### src/rtl/evt_ctr_pkg.sv
// Package: shared types for the event counter bank.
// Assumes event selects fit in EVT_SEL_W bits.
package evt_ctr_pkg;
    localparam int EVT_SEL_W = 5;

    typedef struct packed {
        logic                 chain;
        logic [EVT_SEL_W-1:0] sel;
        logic                 en;
    } ctr_cfg_t;

    typedef enum logic [1:0] {
        K_COUNT = 2'd0,
        K_CFG   = 2'd1,
        K_THR   = 2'd2,
        K_NONE  = 2'd3
    } reg_kind_e;
endpackage

### src/rtl/evt_ctr_cell.sv
// One counter: holds its count and configuration, and steps on its selected
// event or, as the high word of a chain, on the carry from below.
// Assumes CTR_W >= 9 so that the configuration word fits in the write data.
module evt_ctr_cell import evt_ctr_pkg::*; #(
    parameter int CTR_W     = 32,
    parameter int NUM_EVT   = 31,
    parameter bit CAN_CHAIN = 1'b0
) (
    input  logic             clk,
    input  logic             rst_n,
    input  logic             cnt_we,
    input  logic             cfg_we,
    input  logic [CTR_W-1:0] wdata,
    input  logic [NUM_EVT-1:0] evt,
    input  logic             use_carry,
    input  logic             carry_in,
    output logic [CTR_W-1:0] count,
    output ctr_cfg_t         cfg,
    output logic             wrap
);
    localparam int PAD_W = 1 << EVT_SEL_W;

    logic [PAD_W-1:0] evt_pad;
    logic             step;

    assign evt_pad = PAD_W'(evt);

    // Pick the step source: carry from below when chained, else the selected event.
    always_comb begin
        if (use_carry) step = carry_in;
        else           step = cfg.en && (32'(cfg.sel) < NUM_EVT) && evt_pad[cfg.sel];
    end

    // A rollover that really happens (not overridden by a write) feeds the pair.
    assign wrap = step && (&count) && !cnt_we;

    // Count register: a write wins over a step.
    always_ff @(posedge clk) begin
        if (!rst_n)      count <= '0;
        else if (cnt_we) count <= wdata;
        else if (step)   count <= count + 1'b1;
    end

    // Configuration register; the chain bit exists only where a pair is possible.
    always_ff @(posedge clk) begin
        if (!rst_n)      cfg <= '0;
        else if (cfg_we) cfg <= '{chain: CAN_CHAIN ? wdata[8] : 1'b0,
                                  sel:   wdata[EVT_SEL_W:1],
                                  en:    wdata[0]};
    end


    wr_priority_chk: assert property (@(posedge clk) disable iff (!rst_n)
        cnt_we |=> count == $past(wdata));


    single_step_chk: assert property (@(posedge clk) disable iff (!rst_n)
        !$past(cnt_we) |-> (count == $past(count)) || (count == $past(count) + 1'b1));
endmodule

### src/rtl/evt_ctr_timer.sv
// Threshold timer: holds a threshold and raises a fixed-length pulse when the
// count first equals it. Assumes PULSE_W >= 1.
module evt_ctr_timer #(
    parameter int CTR_W   = 32,
    parameter int PULSE_W = 2
) (
    input  logic             clk,
    input  logic             rst_n,
    input  logic [CTR_W-1:0] count,
    input  logic             thr_we,
    input  logic [CTR_W-1:0] wdata,
    output logic [CTR_W-1:0] thr,
    output logic             irq
);
    localparam int PC_W = $clog2(PULSE_W + 1);

    logic            match, match_q, fire;
    logic [PC_W-1:0] pulse_left;

    assign match = (count == thr);
    assign fire  = match && !match_q;
    assign irq   = (pulse_left != '0);

    // Threshold register; reset far from the reset count.
    always_ff @(posedge clk) begin
        if (!rst_n)      thr <= '1;
        else if (thr_we) thr <= wdata;
    end

    // Edge detector on the match and pulse length counter (a new match restarts it).
    always_ff @(posedge clk) begin
        if (!rst_n) begin
            match_q    <= 1'b0;
            pulse_left <= '0;
        end else begin
            match_q <= match;
            if (fire)                  pulse_left <= PC_W'(PULSE_W);
            else if (pulse_left != '0) pulse_left <= pulse_left - 1'b1;
        end
    end


    fire_to_irq_chk: assert property (@(posedge clk) disable iff (!rst_n)
        fire |=> irq);


    irq_needs_match_chk: assert property (@(posedge clk) disable iff (!rst_n)
        (irq && !$past(fire)) |-> $past(irq));
endmodule

### src/rtl/evt_ctr_regif.sv
// Read side of the register port: registered read mux plus the shadow copies
// of high words for the pairs named in SHADOW_MASK (bit i set on even i).
module evt_ctr_regif import evt_ctr_pkg::*; #(
    parameter int          NUM_CTR     = 8,
    parameter int          CTR_W       = 32,
    parameter int          NUM_TMR     = 2,
    parameter logic [7:0]  SHADOW_MASK = 8'b0001_0100,
    parameter int          IDX_W       = 3
) (
    input  logic             clk,
    input  logic             rst_n,
    input  logic             rd_en,
    input  reg_kind_e        kind,
    input  logic [IDX_W-1:0] idx,
    input  logic [CTR_W-1:0] counts [NUM_CTR],
    input  ctr_cfg_t         cfgs   [NUM_CTR],
    input  logic [CTR_W-1:0] thrs   [NUM_TMR],
    output logic [CTR_W-1:0] rdata
);
    logic [CTR_W-1:0] shadow [NUM_CTR];
    logic [CTR_W-1:0] rd_val;
    logic [IDX_W-1:0] pair;

    // Shadow registers exist only on even counters with the feature.
    for (genvar i = 0; i < NUM_CTR; i++) begin : g_sh
        if ((i % 2 == 0) && (i + 1 < NUM_CTR) && SHADOW_MASK[i]) begin : g_on
            // Capture the high word whenever software reads the chained low word.
            always_ff @(posedge clk) begin
                if (!rst_n) shadow[i] <= '0;
                else if (rd_en && kind == K_COUNT && 32'(idx) == i && cfgs[i].chain)
                    shadow[i] <= counts[i+1];
            end
        end else begin : g_off
            assign shadow[i] = '0;
        end
    end

    assign pair = {idx[IDX_W-1:1], 1'b0};

    // Select the read value for the addressed register.
    always_comb begin
        rd_val = '0;
        if (32'(idx) < NUM_CTR) begin
            case (kind)
                K_COUNT: begin
                    if (idx[0] && SHADOW_MASK[pair] && cfgs[pair].chain) rd_val = shadow[pair];
                    else                                                 rd_val = counts[idx];
                end
                K_CFG:   rd_val = CTR_W'({cfgs[idx].chain, 2'b00, cfgs[idx].sel, cfgs[idx].en});
                K_THR:   if (32'(idx) < NUM_TMR) rd_val = thrs[idx];
                default: rd_val = '0;
            endcase
        end
    end

    // Read data register: updated on a read strobe, held otherwise.
    always_ff @(posedge clk) begin
        if (!rst_n)     rdata <= '0;
        else if (rd_en) rdata <= rd_val;
    end
endmodule

### src/rtl/evt_ctr_bank.sv
// Top of the event counter bank: decodes register writes, wires the carry
// between paired counters and attaches timers to the first NUM_TMR counters.
// Assumes NUM_CTR is a power of two and NUM_TMR >= 1.
module evt_ctr_bank import evt_ctr_pkg::*; #(
    parameter int         NUM_CTR     = 8,
    parameter int         CTR_W       = 32,
    parameter int         NUM_EVT     = 31,
    parameter int         NUM_TMR     = 2,
    parameter int         PULSE_W     = 2,
    parameter logic [7:0] SHADOW_MASK = 8'b0001_0100,
    localparam int        IDX_W       = $clog2(NUM_CTR),
    localparam int        ADDR_W      = IDX_W + 2
) (
    input  logic               clk,
    input  logic               rst_n,
    input  logic               reg_wr,
    input  logic               reg_rd,
    input  logic [ADDR_W-1:0]  reg_addr,
    input  logic [CTR_W-1:0]   reg_wdata,
    output logic [CTR_W-1:0]   reg_rdata,
    input  logic [NUM_EVT-1:0] evt_in,
    output logic [NUM_TMR-1:0] tmr_irq
);
    reg_kind_e        kind;
    logic [IDX_W-1:0] idx;
    logic [CTR_W-1:0] counts [NUM_CTR];
    ctr_cfg_t         cfgs   [NUM_CTR];
    logic             wraps  [NUM_CTR];
    logic             cnt_we [NUM_CTR];
    logic [CTR_W-1:0] thrs   [NUM_TMR];

    assign kind = reg_kind_e'(reg_addr[ADDR_W-1:IDX_W]);
    assign idx  = reg_addr[IDX_W-1:0];

    for (genvar i = 0; i < NUM_CTR; i++) begin : g_ctr
        logic use_c, cin, cfg_we;
        if (i % 2 == 1) begin : g_odd
            assign use_c = cfgs[i-1].chain;
            assign cin   = wraps[i-1];
        end else begin : g_even
            assign use_c = 1'b0;
            assign cin   = 1'b0;
        end
        assign cnt_we[i] = reg_wr && kind == K_COUNT && 32'(idx) == i;
        assign cfg_we    = reg_wr && kind == K_CFG   && 32'(idx) == i;

        evt_ctr_cell #(
            .CTR_W     (CTR_W),
            .NUM_EVT   (NUM_EVT),
            .CAN_CHAIN ((i % 2 == 0) && (i + 1 < NUM_CTR))
        ) u_cell (
            .clk       (clk),
            .rst_n     (rst_n),
            .cnt_we    (cnt_we[i]),
            .cfg_we    (cfg_we),
            .wdata     (reg_wdata),
            .evt       (evt_in),
            .use_carry (use_c),
            .carry_in  (cin),
            .count     (counts[i]),
            .cfg       (cfgs[i]),
            .wrap      (wraps[i])
        );

        if ((i % 2 == 1)) begin : g_chk

            chain_carry_chk: assert property (@(posedge clk) disable iff (!rst_n)
                ($past(cfgs[i-1].chain) && !$past(cnt_we[i]) && (counts[i] != $past(counts[i])))
                |-> ($past(counts[i-1]) == '1) && (counts[i-1] == '0));
        end
    end

    for (genvar t = 0; t < NUM_TMR; t++) begin : g_tmr
        logic thr_we;
        assign thr_we = reg_wr && kind == K_THR && 32'(idx) == t;

        evt_ctr_timer #(
            .CTR_W   (CTR_W),
            .PULSE_W (PULSE_W)
        ) u_tmr (
            .clk    (clk),
            .rst_n  (rst_n),
            .count  (counts[t]),
            .thr_we (thr_we),
            .wdata  (reg_wdata),
            .thr    (thrs[t]),
            .irq    (tmr_irq[t])
        );
    end

    evt_ctr_regif #(
        .NUM_CTR     (NUM_CTR),
        .CTR_W       (CTR_W),
        .NUM_TMR     (NUM_TMR),
        .SHADOW_MASK (SHADOW_MASK),
        .IDX_W       (IDX_W)
    ) u_regif (
        .clk    (clk),
        .rst_n  (rst_n),
        .rd_en  (reg_rd),
        .kind   (kind),
        .idx    (idx),
        .counts (counts),
        .cfgs   (cfgs),
        .thrs   (thrs),
        .rdata  (reg_rdata)
    );
endmodule

### config.mk
export PLATFORM = sky130hd
export DESIGN_NAME = evt_ctr_bank
export DESIGN_NICKNAME = d
export VERILOG_FILES = /design/src/rtl/evt_ctr_pkg.sv /design/src/rtl/evt_ctr_cell.sv /design/src/rtl/evt_ctr_timer.sv /design/src/rtl/evt_ctr_regif.sv /design/src/rtl/evt_ctr_bank.sv
export SDC_FILE = /design/constraint.sdc
export NUM_CORES = 2
export LEC_CHECK = 0
export BUFFER_PORTS_ARGS = -buffer_cell sky130_fd_sc_hd__buf_2
export CORE_ASPECT_RATIO = 1.75
export CORE_MARGIN = 8
export CORE_UTILIZATION = 63
export CTS_CLUSTER_SIZE = 30
export DETAILED_ROUTE_END_ITERATION = 7
export HOLD_SLACK_MARGIN = 0.15
export PLACE_DENSITY = 0.88
export SKIP_LAST_GASP = 1
export SLEW_MARGIN = 40
export SYNTH_ARGS = -nofsm -noshare
export SYNTH_HDL_FRONTEND = slang
export SYNTH_SLANG_ARGS = --single-unit
### constraint.sdc
create_clock -name clk -period 3.36 [get_ports clk]
set_input_delay 0 -clock clk [delete_from_list [all_inputs] [get_ports clk]]
set_output_delay 0 -clock clk [all_outputs]
set_load 0.1 [all_outputs]
==> out/summary.txt, run 1 <==
worst-case clock buffer depth: 3
Final HPWL DP: 98,200 um
Syn Inst Count: 3,553
die height: 301 um
library cells used by synthesis: 92
Avg Cell Area, Syn: 8.22 sq um
vias in the first global route: 31,200
Starting Density: 63.6%
I/O pins: 106
GRT Total Usage: 54.8%
sequential share of the synthesized area: 32.5%
first-pass GRT wire length: 215,000 um
Most used DFF post-synth: dfxtp_1
yosys warns: 0
Placed Area: 30,700 sq um
Num CTS Buffers: 46
cells resized by post-CTS repair: 0
# rows: 104
pin count of the biggest net entering global routing: 107
Root Driver: clkbuf_16
synthesized area: 29,200 sq um
First Err: [ERROR GRT-0116] Global routing finished with congestion. Check the congestion regions in the DRC Viewer.
final RePlAce weighted congestion: 1.12
global route overflow: 3
FF+latch count, synth: 474
Synth async-reset ratio: 0%
PortBufs: 105
Last stage: global routing (5_1_grt)
H-tree Lvls: 2
Post-synth EDFFs: 0
Die W: 179 um
status: stopped before the end
syn_nets: 3,634
clock sinks: 474
## stage by stage
stage / hold WS [ps] / worst slack (ps) / instances
after floorplan: 181 / 612 / 3553
after CTS: 163 / 187 / 4218
after detailed placement: 433 / 221 / 4099
after global placement: 420 / 251 / 4099
## timing repair
action / 4_1_cts
hold buffers: 36
endpoints found under the setup margin: 0
hold endpoints to repair: 351
buffers inserted: 0
## synth_stat cells, types with 39 or more instances
| master | number | area (sq um) |
|---|---|---|
| a211oi_1 | 42 | 315 |
| a21oi_1 | 291 | 1460 |
| a311oi_1 | 39 | 342 |
| a31oi_1 | 46 | 288 |
| and3_1 | 75 | 469 |
| clkbuf_1 | 248 | 931 |
| dfxtp_1 | 474 | 9490 |
| mux2i_1 | 100 | 1000 |
| mux4_2 | 125 | 2820 |
| nand2_1 | 488 | 1830 |
| nand2b_1 | 42 | 263 |
| nand3_1 | 221 | 1110 |
| nand4_1 | 84 | 526 |
| nor2_1 | 173 | 649 |
| nor3_1 | 50 | 250 |
| o21ai_0 | 283 | 1420 |
| xnor2_1 | 67 | 587 |
| xor2_1 | 148 | 1300 |
## cells by family after synthesis
family | count (synthesis) | share of synthesized area, %
simple gates | 1374 | 23.6
compound gates | 889 | 18.6
flops | 474 | 32.5
buf+inv | 362 | 5.02
mux | 230 | 13.4
xor+xnor | 215 | 6.45
fa+ha+maj | 9 | 0.386
## metal layers
metal | track usage (%) | overflow
met3 | 28.2 | 0
met5 | 0.473 | 0
met4 | 56.7 | 1
met1 | 53.8 | 0
met2 | 79.4 | 2
==> run 2: changes to the inputs <==
Settings changed: CORE_ASPECT_RATIO 1.75 to not set, CORE_UTILIZATION 63 to 40, CTS_CLUSTER_SIZE 30 to not set, HOLD_SLACK_MARGIN 0.15 to not set, PLACE_DENSITY 0.88 to not set, PLACE_DENSITY_LB_ADDON set to 0.15.
==> out/summary.txt, run 2 <==
most frequent cells in the layout: nand2_1 (484), dfxtp_1 (473), a21oi_1 (291)
hold crit path type: in -> reg
Tmin final: 3110 ps
most common cell after layout, fill and taps aside: nand2_1
final RePlAce weighted congestion: 0.978 (-13%)
Syn Inst Count: 3,553 (unchanged)
wire per inst: 27.2 um
Avg Cell Area, Syn: 8.22 sq um (unchanged)
worst-case clock buffer depth: 3 (unchanged)
final number of setup-violating endpoints: 0
final instance area: 33,200 sq um
CTS tree: built
TNS Setup: 0 ps
synthesized area: 29,200 sq um (unchanged)
RSZ-0062 raised after global routing: false
yosys warns: 0 (unchanged)
vias in the first global route: 26,200
Final HPWL DP: 89,600 um (-8.7%)
GRT Total Usage: 29.1%
Post-Synth Adder-Cell Area: 0.386% (unchanged)
library cells used by synthesis: 92 (unchanged)
Core Footprint: 72,600 sq um
Num CTS Buffers: 54 (+17%)
most frequent cells after synthesis: nand2_1 (488), dfxtp_1 (474), a21oi_1 (291), o21ai_0 (283), clkbuf_1 (248)
routed wire length: 125,000 um
synth top area cells: dfxtp_1 (33%), mux4_2 (9.6%), nand2_1 (6.3%)
number of max-cap violations: 0
Most used DFF post-synth: dfxtp_1
syn_nets: 3,634 (unchanged)
FF+latch count, synth: 474 (unchanged)
Root Driver: clkbuf_16
Die Footprint: 81,900 sq um
WS Path Type: reg -> reg
post-synthesis mux area share: 13.4% (unchanged)
top flop regs: g_ctr.u_cell.count x256, g_tmr.u_tmr.thr x64, u_regif.shadow x64
ratio of cells with drive above 1 in the final layout: 15.2%
Largest register FFs: 256
Synth Area in XOR/XNOR: 6.45% (unchanged)
first-pass GRT wire length: 182,000 um
postcts setup bufs: 0 (unchanged)
H-tree Lvls: 2 (unchanged)
sequential share of the synthesized area: 32.5% (unchanged)
Final #Nets: 3,663
Max Freq: 0.321 GHz
worst reg2reg setup slack: 250 ps
Static Leak: 11.3 nW
Post-synth EDFFs: 0 (unchanged)
most flop-heavy register: g_ctr.u_cell.count
# rows: 99 (-4.8%)
Max Slew Vio Count: 0
initial antenna violation count: 6
Synth area leader: dfxtp_1
Clock transition at path regs: 60 ps
PortBufs: 105 (unchanged)
Max Clock Skew: 25.6 ps
WP data arrival: 3670 ps
Slew @ Worst Pin: 877 ps
Die W: 286 um (+60%)
I/O pins: 106 (unchanged)
Synth async-reset ratio: 0% (unchanged)
Placed Area: 31,000 sq um (+0.88%)
Slew HR: 40.9%
post-synthesis compound-gate area fraction: 18.6% (unchanged)
die height: 286 um (-4.9%)
status: completed
vias: 29,000
Tcrit/Tclk final: 92.6%
antenna viol nets, final: 0
most common cell in the synthesized netlist: nand2_1
post-synth top area share: 32.5% (unchanged)
Worst Setup Start Kind: flip-flop
global route overflow: 0
Cell Pwr Density: 407 nW/um^2
area delta synth->final: 13.8%
pin count of the biggest net entering global routing: 142
area share of and/or/nand/nor cells after synthesis: 23.6% (unchanged)
Max FO, Critical Path: 11
CP Capture Type: flip-flop
combinational family with the most area after synthesis: simple AND/OR/NAND/NOR gates
initial DRC count: 3,556
Vias/cell: 6.32
final hold viol count: 0
DRC: 0
later-pin clock latency in the skew report: 630 ps
CP required: 3910 ps
Starting Density: 40.2% (-23 points)
Peak VDD IR: 0.000409 V
clock sinks: 474 (unchanged)
First-pass DRT Iterations: 6
-- run 2: cell counts after synthesis --
Identical to the previous run, type by type.
-- run 2: where the power goes --
part           leakage (nW)  switching [mW]  internal [mW]
registers              3.83           0.175           5.71
clock network         0.919            2.61           3.72
logic                  6.50           0.884          0.431
-- run 2: worst max-delay path, cell delays in order, from the launching register on --
cell and delay, ps:
dfxtp_1 640, mux4_2 570, a22oi_1 310, o21a_1 480
a21boi_0 360, or4_1 580, nand3_1 90
-- run 2: layout make-up --
type / instances / area [sq um]
clock buffers: 78 / 1580
multi-input cells: 2717 / 18300
flip-flops and latches: 474 / 9490
inverters: 31 / 121
repair buffers: 304 / 2200
clock inverters: 19 / 278
diodes: 3 / 7.51
fillers: 7178 / 39400
well taps: 959 / 1200
-- run 2: worst paths after layout --
kind,startpoint,endpoint,cells past startpoint
worst max-delay path,g_ctr[1].u_cell.cfg[1]$_SDFFE_PN0P_,g_ctr[1].u_cell.count[19]$_SDFFE_PN0P_,6
worst min-delay path,reg_addr[2],g_ctr[6].u_cell.cfg[3]$_SDFFE_PN0P_,5
worst max register to register,g_ctr[1].u_cell.cfg[1]$_SDFFE_PN0P_,g_ctr[1].u_cell.count[19]$_SDFFE_PN0P_,6
worst min register to register,g_tmr[1].u_tmr.pulse_left[0]$_SDFFE_PP0P_,g_tmr[1].u_tmr.pulse_left[0]$_SDFFE_PP0P_,1
-- run 2: cell families (layout without fill, tap and decap cells) --
logic type | Yosys count | count (layout)
buffers and inverters | 362 | 432
AND/OR/NAND/NOR | 1374 | 1374
other | 0 | 3
multiplexers | 230 | 230
AO/OA/AOI/OAI | 889 | 889
adder cells (fa/ha/maj) | 9 | 9
flip-flops | 474 | 474
XOR/XNOR | 215 | 215
-- run 2: repair_timing --
action	in CTS	in global routing
setup endpoints to repair	0	1
hold endpoints to repair	311	0
hold buffers	38	0
gates resized for setup	0	1
-- run 2: routing by layer --
layer	wire, um	global-route usage [%]	vias to the layer above
met3	12000	5.84	272
met4	5450	11.4	2
met5	13	0	-
li1	-	-	13200
met1	52200	39.9	14100
met2	55000	44.8	1422
-- run 2: per-stage QoR --
stage / power (mW) / hold WS (ps) / util (%) / setup WS [ps] / std cells
after floorplan: 6.66 / 181 / - / 612 / 3553
after global placement: 7.25 / 421 / 42.6 / 297 / 4445
after detailed placement: 7.25 / 433 / 42.7 / 262 / 4447
after CTS: 13.6 / 85.2 / 45.7 / 254 / 4582
after global routing: 13.9 / 141 / 45.7 / 63.8 / 4582
final: 13.5 / 122 / 45.8 / 247 / 4585
Power figures use the tool's default switching activity.
